**src/rtl/regw_pkg.sv**
```systemverilog
package regw_pkg;
  localparam int ADDR_W  = 10;
  localparam int SPACE_AW = 9;
  localparam int GRP_AW  = SPACE_AW - 2;
  localparam int GRP_N   = 1 << GRP_AW;
  localparam int DATA_W  = 32;

  localparam logic [1:0] SZ_NONE = 2'd0;
  localparam logic [1:0] SZ_BYTE = 2'd1;
  localparam logic [1:0] SZ_HALF = 2'd2;
  localparam logic [1:0] SZ_WORD = 2'd3;

  function automatic logic [2:0] sz_bytes(input logic [1:0] code);
    return (code == SZ_WORD) ? 3'd4 : {1'b0, code};
  endfunction

  function automatic logic [DATA_W-1:0] byte_mask(input logic [2:0] n);
    case (n)
      3'd1:    return 32'h0000_00ff;
      3'd2:    return 32'h0000_ffff;
      3'd4:    return 32'hffff_ffff;
      default: return 32'h0;
    endcase
  endfunction

  // Bit shift of a narrow lane inside a big-endian container.
  function automatic logic [5:0] lane_shift(input logic [2:0] nat, input logic [2:0] acc,
                                            input logic [1:0] offs);
    int s;
    s = (int'(nat) - int'(acc) - int'(offs)) * 8;
    return 6'(s);
  endfunction

  // Bit shift of the piece still to be sent when 'left' pieces remain.
  function automatic logic [5:0] piece_shift(input logic [2:0] left, input logic [2:0] nat);
    int s;
    s = (int'(left) - 1) * int'(nat) * 8;
    return 6'(s);
  endfunction

  function automatic logic [2:0] op_count(input logic [2:0] acc, input logic [2:0] nat);
    return (nat == 3'd0) ? 3'd0 : 3'(acc / nat);
  endfunction

  function automatic logic [2*GRP_N-1:0] default_map();
    logic [2*GRP_N-1:0] m;
    m = '0;
    for (int g = 0; g < GRP_N; g++) begin
      logic [GRP_AW-1:0] gi;
      gi = GRP_AW'(g);
      m[2*g +: 2] = gi[5:4] + 2'd1;
    end
    return m;
  endfunction
endpackage

```
**src/rtl/regw_width_rom.sv**
```systemverilog
module regw_width_rom
  import regw_pkg::*;
#(
  parameter logic [2*GRP_N-1:0] MAP = default_map()
) (
  input  logic [GRP_AW-1:0] grp,
  output logic [1:0]        code
);
  logic [1:0] entry [GRP_N];

  for (genvar g = 0; g < GRP_N; g++) begin : g_entry
    assign entry[g] = MAP[2*g +: 2];
  end

  assign code = entry[grp];
endmodule

```
**src/rtl/regw_lane_unit.sv**
```systemverilog
module regw_lane_unit
  import regw_pkg::*;
(
  input  logic [DATA_W-1:0] container,
  input  logic [DATA_W-1:0] wdata,
  input  logic [2:0]        nat_bytes,
  input  logic [2:0]        acc_bytes,
  input  logic [1:0]        offs,
  output logic [DATA_W-1:0] extract,
  output logic [DATA_W-1:0] merged
);
  logic [5:0]        sh;
  logic [DATA_W-1:0] m;

  always_comb begin
    sh      = lane_shift(nat_bytes, acc_bytes, offs);
    m       = byte_mask(acc_bytes);
    extract = (container >> sh) & m;
    merged  = (container & ~(m << sh)) | ((wdata & m) << sh);
  end
endmodule

```
**src/rtl/regw_adapter.sv**
```systemverilog
module regw_adapter
  import regw_pkg::*;
#(
  parameter logic [2*GRP_N-1:0] WIDTH_MAP = default_map()
) (
  input  logic                clk,
  input  logic                rst_n,
  input  logic                req_valid,
  input  logic                req_write,
  input  logic [1:0]          req_size,
  input  logic [ADDR_W-1:0]   req_addr,
  input  logic [DATA_W-1:0]   req_wdata,
  output logic                busy,
  output logic                done,
  output logic                err,
  output logic [DATA_W-1:0]   rdata,
  output logic                dn_valid,
  output logic                dn_write,
  output logic [1:0]          dn_size,
  output logic [SPACE_AW-1:0] dn_addr,
  output logic [DATA_W-1:0]   dn_wdata,
  input  logic [DATA_W-1:0]   dn_rdata
);
  typedef enum logic [2:0] {ST_IDLE, ST_SPLIT, ST_RMW_RD, ST_RMW_WR, ST_DONE} st_e;

  st_e                 st;
  logic                r_write, r_err;
  logic [1:0]          r_nat, r_acc_code;
  logic [SPACE_AW-1:0] r_addr;
  logic [2:0]          r_left;
  logic [DATA_W-1:0]   r_wdata, r_acc;

  // Named events for the checker.
  logic       accept, acc_err, misalign;
  logic [1:0] req_nat;
  logic [2:0] req_bytes, req_nat_bytes, nat_bytes, acc_bytes;

  regw_width_rom #(.MAP(WIDTH_MAP)) i_rom (
    .grp  (req_addr[SPACE_AW-1:2]),
    .code (req_nat)
  );

  assign accept        = req_valid && (st == ST_IDLE);
  assign req_bytes     = sz_bytes(req_size);
  assign req_nat_bytes = sz_bytes(req_nat);
  assign misalign      = ((req_size == SZ_HALF) && req_addr[0]) ||
                         ((req_size == SZ_WORD) && (req_addr[1:0] != 2'b00));
  assign acc_err       = req_addr[ADDR_W-1] || (req_size == SZ_NONE) || misalign ||
                         (req_nat == SZ_NONE);

  assign nat_bytes = sz_bytes(r_nat);
  assign acc_bytes = sz_bytes(r_acc_code);

  logic [SPACE_AW-1:0] cont_addr;
  logic [1:0]          offs;
  logic [DATA_W-1:0]   lane_in, lane_ext, lane_mrg, nat_mask;
  logic [5:0]          psh;

  assign offs      = r_addr[1:0] & 2'(nat_bytes - 3'd1);
  assign cont_addr = {r_addr[SPACE_AW-1:2], r_addr[1:0] & ~2'(nat_bytes - 3'd1)};
  assign lane_in   = (st == ST_RMW_RD) ? dn_rdata : r_acc;
  assign nat_mask  = byte_mask(nat_bytes);
  assign psh       = piece_shift(r_left, nat_bytes);

  regw_lane_unit i_lane (
    .container (lane_in),
    .wdata     (r_wdata),
    .nat_bytes (nat_bytes),
    .acc_bytes (acc_bytes),
    .offs      (offs),
    .extract   (lane_ext),
    .merged    (lane_mrg)
  );

  always_comb begin
    dn_valid = 1'b0;
    dn_write = 1'b0;
    dn_size  = r_nat;
    dn_addr  = cont_addr;
    dn_wdata = '0;
    unique case (st)
      ST_SPLIT: begin
        dn_valid = 1'b1;
        dn_write = r_write;
        dn_addr  = r_addr;
        dn_wdata = r_write ? ((r_wdata >> psh) & nat_mask) : '0;
      end
      ST_RMW_RD: dn_valid = 1'b1;
      ST_RMW_WR: begin
        dn_valid = 1'b1;
        dn_write = 1'b1;
        dn_wdata = lane_mrg;
      end
      default: ;
    endcase
  end

  always_ff @(posedge clk or negedge rst_n) begin
    if (!rst_n) begin
      st         <= ST_IDLE;
      r_write    <= 1'b0;
      r_err      <= 1'b0;
      r_nat      <= SZ_NONE;
      r_acc_code <= SZ_NONE;
      r_addr     <= '0;
      r_left     <= '0;
      r_wdata    <= '0;
      r_acc      <= '0;
    end else begin
      unique case (st)
        ST_IDLE: if (accept) begin
          r_write    <= req_write;
          r_nat      <= req_nat;
          r_acc_code <= req_size;
          r_addr     <= req_addr[SPACE_AW-1:0];
          r_wdata    <= req_wdata & byte_mask(req_bytes);
          r_acc      <= '0;
          r_err      <= acc_err;
          r_left     <= op_count(req_bytes, req_nat_bytes);
          if (acc_err)                         st <= ST_DONE;
          else if (req_bytes >= req_nat_bytes) st <= ST_SPLIT;
          else                                 st <= ST_RMW_RD;
        end
        ST_SPLIT: begin
          if (!r_write) r_acc <= (r_acc << {nat_bytes, 3'b000}) | (dn_rdata & nat_mask);
          r_addr <= r_addr + SPACE_AW'(nat_bytes);
          r_left <= r_left - 3'd1;
          if (r_left == 3'd1) st <= ST_DONE;
        end
        ST_RMW_RD: begin
          if (r_write) begin
            r_acc <= dn_rdata & nat_mask;
            st    <= ST_RMW_WR;
          end else begin
            r_acc <= lane_ext;
            st    <= ST_DONE;
          end
        end
        ST_RMW_WR: st <= ST_DONE;
        default:   st <= ST_IDLE;
      endcase
    end
  end

  assign busy  = (st != ST_IDLE);
  assign done  = (st == ST_DONE);
  assign err   = done && r_err;
  assign rdata = (done && !r_write && !r_err) ? r_acc : '0;
endmodule

```
**config.mk**
```make
export PLATFORM = sky130hd
export DESIGN_NAME = regw_adapter
export DESIGN_NICKNAME = d
export VERILOG_FILES = /design/src/rtl/regw_pkg.sv /design/src/rtl/regw_width_rom.sv /design/src/rtl/regw_lane_unit.sv /design/src/rtl/regw_adapter.sv
export SDC_FILE = /design/constraint.sdc
export NUM_CORES = 1
export LEC_CHECK = 0
export CAP_MARGIN = 40
export CORE_MARGIN = 2
export CORE_UTILIZATION = 50
export CTS_CLUSTER_SIZE = 24
export DETAILED_ROUTE_END_ITERATION = 6
export DONT_BUFFER_PORTS = 1
export GPL_ROUTABILITY_DRIVEN = 1
export PLACE_DENSITY = 0.74
export SYNTH_ARGS = -nofsm -noshare
export SYNTH_HDL_FRONTEND = slang
export SYNTH_HIERARCHICAL = 1
export SYNTH_SLANG_ARGS = --single-unit
```
**constraint.sdc**
```tcl
create_clock -name clk -period 5.7 [get_ports clk]
set_input_delay 0.855 -clock clk [delete_from_list [all_inputs] [get_ports clk]]
set_output_delay 0.855 -clock clk [all_outputs]
set_load 0.02 [all_outputs]
```
==> flow_summary.yaml <==
timing:
  period_needed_ps: 5350
  fin_skew_ps: 12.5
  finalSetupViolCount: 0
  hold_violations: 0
  tightest_slew_ps: 927
  slew_violations: 0
  timing.hold.ws_ps: 186
  finalCritPeriodShare_pct: 93.8
  rsz0062_at_grt: "no"
  final.setup.tns_ps: 0
  relSlewSlack_pct: 38.1
  maxClockFrequency_ghz: 0.187
critical_path:
  crit_arrival_ps: 4490
  cp-start-kind: "flop"
  path_cells: "ha_2 -> inv_1 -> ha_1 -> inv_1 -> fa_1 -> inv_1 -> ha_1 -> nor2_1 -> fa_1 -> buf_4 -> or4bb_1 -> mux2i_1 -> o31ai_4 -> o2bb2ai_1 -> nand2_1 -> o31ai_1"
  crit_start: "dn_size[0]"
  slowest_stage: "fa_1"
  path_max_fanout: 34
  critPathTopFamily: "adder cells"
  path_buf_inv: 4
  cp-end-kind: "output pin"
  cp.required_ps: 4850
  reg2reg_from: "dn_size[0]"
  crit_top_cell: "inv_1"
  cpPeakStageDelay_ps: 570
  critical_path_class: "reg2out"
grt:
  grtUsageMet3_pct: 10.7
  busiest_layer: "met2"
  antenna_found_initial: 0
  use_met1_pct: 42.7
  grt_pass1_wl_um: 46800
  grt_pass1_vias: 8006
  grt_overflow_total: 0
  grtUsageTotal_pct: 32.9
  met2_usage_pct: 48.5
  grt_max_degree: 86
clock_tree:
  cts_made_buffers: 9
  cts_tree: "done"
  path_clk_slew_ps: 70
  cts_htree_levels: 3
  cts_sinks: 85
  clockBufferDepth: 2
  clk_latency_ps: 360
  post_cts_resized: 0
  root_buffer: "clkbuf_16"
  postCtsSetupBuffers: 0
  cts_hold_buf: 0
power:
  power_frac_clock_pct: 9.8
  cellLeakagePower_nw: 3.99
  switching_share_pct: 57.9
  ir_drop_uv: 597
  power_density_nw_per_um2: 744
  seqPwrFrac_pct: 17.7
  p_int_mw: 2.89
  p_comb_share_pct: 72.4
  net-switching-power_mw: 3.97
  total_power_mw: 6.86
finish:
  drive_above_1_share_pct: 14.3
  fillers: 1646
  antenna_cells: 0
  nets: 1097
  area_growth_pct: 4.37
synth:
  ys.flop_type: "dfrtp_1"
  yosysWarnings: 6
  yosysTopAreaCell: "dfrtp_1"
  yosys-top-cells-count: "nand2_1, dfrtp_1, mux2_2, nand3_1, o21ai_0"
  yosysSeqAreaShare_pct: 24.1
  syn-instance-count: 1041
  ys_ff_latch: 85
  syn_area_per_cell_um2: 8.49
  synthTopCellsByArea: "dfrtp_1, mux2_2, nand2_1, mux2i_1, ha_1"
  synth_cell_types: 88
  post-synth-top-count-cell: "nand2_1"
  synth_top_area_share_pct: 24.1
  syn_nets: 1154
  synth_async_sr_flop_share_pct: 100
  synth_edf_count: 0
  syn_area_um2: 8840
die:
  ioPinCount: 160
  dieArea_um2: 18800
  rows: 48
  coreArea_um2: 17300
  start_util_pct: 51.1
  dieWidth_um: 137
  die_h_um: 137
route:
  drt_iter0_drc: 1026
  remaining_drc_errors: 43
  vias: 8547
  vias_per_cell: 7.04
  ant_nets: 0
  wirelength_um: 31100
  drtPass1Iterations: 7
  wire_per_inst_um: 25.6
placement:
  gp_congestion: 0.988
  hpwl_um: 22900
  port_buffers: 0
run:
  drv_cap: 0
status:
  violations: "design-rule violations"
  status: "finished, violations left"
min_path:
  min_path_type: "in2async"
worst paths after layout:
check | to | cells past startpoint | slack, ps
min in group clk | r_left[1] | 2 | 510
min reg2reg | r_left[1] | 2 | 510
min | r_acc[31] | 0 | 190
max reg2reg | r_acc[14] | 14 | 1380
max in group asynchronous | r_wdata[13] | 0 | 5290
max | dn_wdata[16] | 16 | 350
stage by stage:
step                      cell area (um^2)  instances  setup WS (ps)  util [%]
after global placement                8830       1194            782      51.0
final                                 9230       1214            353      53.3
after CTS                             9230       1214            337      53.3
after detailed placement              8900       1198            722      51.5
after global routing                  9230       1214           66.0      53.3
after floorplan                       8840       1041            612         -
power by group through the flow:
| stage | sequential, mW | combinational, mW | clock, mW |
|---|---|---|---|
| 2_1_floorplan | 0.976 | 4.03 | 0 |
| 3_3_place_gp | 1.20 | 4.79 | 0 |
| 3_5_place_dp | 1.20 | 4.83 | 0 |
| 4_1_cts | 1.19 | 4.86 | 0.678 |
| 5_1_grt | 1.23 | 5.33 | 0.709 |
| 6_report | 1.22 | 4.97 | 0.675 |
cells by family after synthesis:
| group | Yosys count | share of synthesized area, % |
|---|---|---|
| simple gates | 369 | 21.9 |
| compound gates | 307 | 26.4 |
| buf+inv | 122 | 6.40 |
| mux | 113 | 14.1 |
| flops | 85 | 24.1 |
| fa+ha+maj | 33 | 4.93 |
| xor+xnor | 12 | 2.17 |
final cells by class:
type                    instances  area (um^2)  share of cell area [%]
repair buffers                 21          200                    2.17
inverters                      33          124                    1.34
clock inverters                 7         97.6                    1.06
well taps                     225          282                    3.05
multi-input cells             834         6170                    66.9
clock buffers                   9          225                    2.44
flip-flops and latches         85         2130                    23.1
routing by layer:
metal / wire length [um] / vias to the layer above / part of all wire, %
li1: - / 3777 / -
met1: 12300 / 4111 / 39
met2: 13500 / 542 / 43
met3: 3720 / 117 / 12
met4: 1630 / 0 / 5.2
met5: 0 / - / 0
registers in the layout, indices dropped and copies added (netlist names), 2 cells and up:
register / cells
r_wdata: 32
dn_size: 2
r_acc_code: 2
r_left: 3
r_addr: 9
r_acc: 32
st: 3
cell usage in the layout, fill, tap and decap left out, types with 6 or more instances in the layout:
cell       synthesis  layout
a211o_1            7       7
inv_1             30      30
a22o_1            17      17
mux2_2            54      54
nand2_1          151     151
mux2_1             8       8
buf_4             11      17
a21oi_1           33      33
a222oi_1          17      17
dfrtp_1           85      85
nor2b_1            8       8
a22oi_1           30      30
a21o_1            17      17
o211ai_1          14      14
and3_1            42      42
o221ai_1          11      11
ha_1              30      29
o2bb2ai_1         16      16
nand3_1           54      54
o31ai_1            8       8
and2_1            35      35
clkbuf_16          0       9
nand2b_1           6       6
o31ai_2            8       8
mux2i_1           46      46
nand3b_1          10      10
a311oi_1           9       9
a2bb2oi_1          8       8
a32o_1            15      15
nor2_1            28      28
o21ai_0           51      51
o21ai_1           20      20
Power figures use the tool's default switching activity.
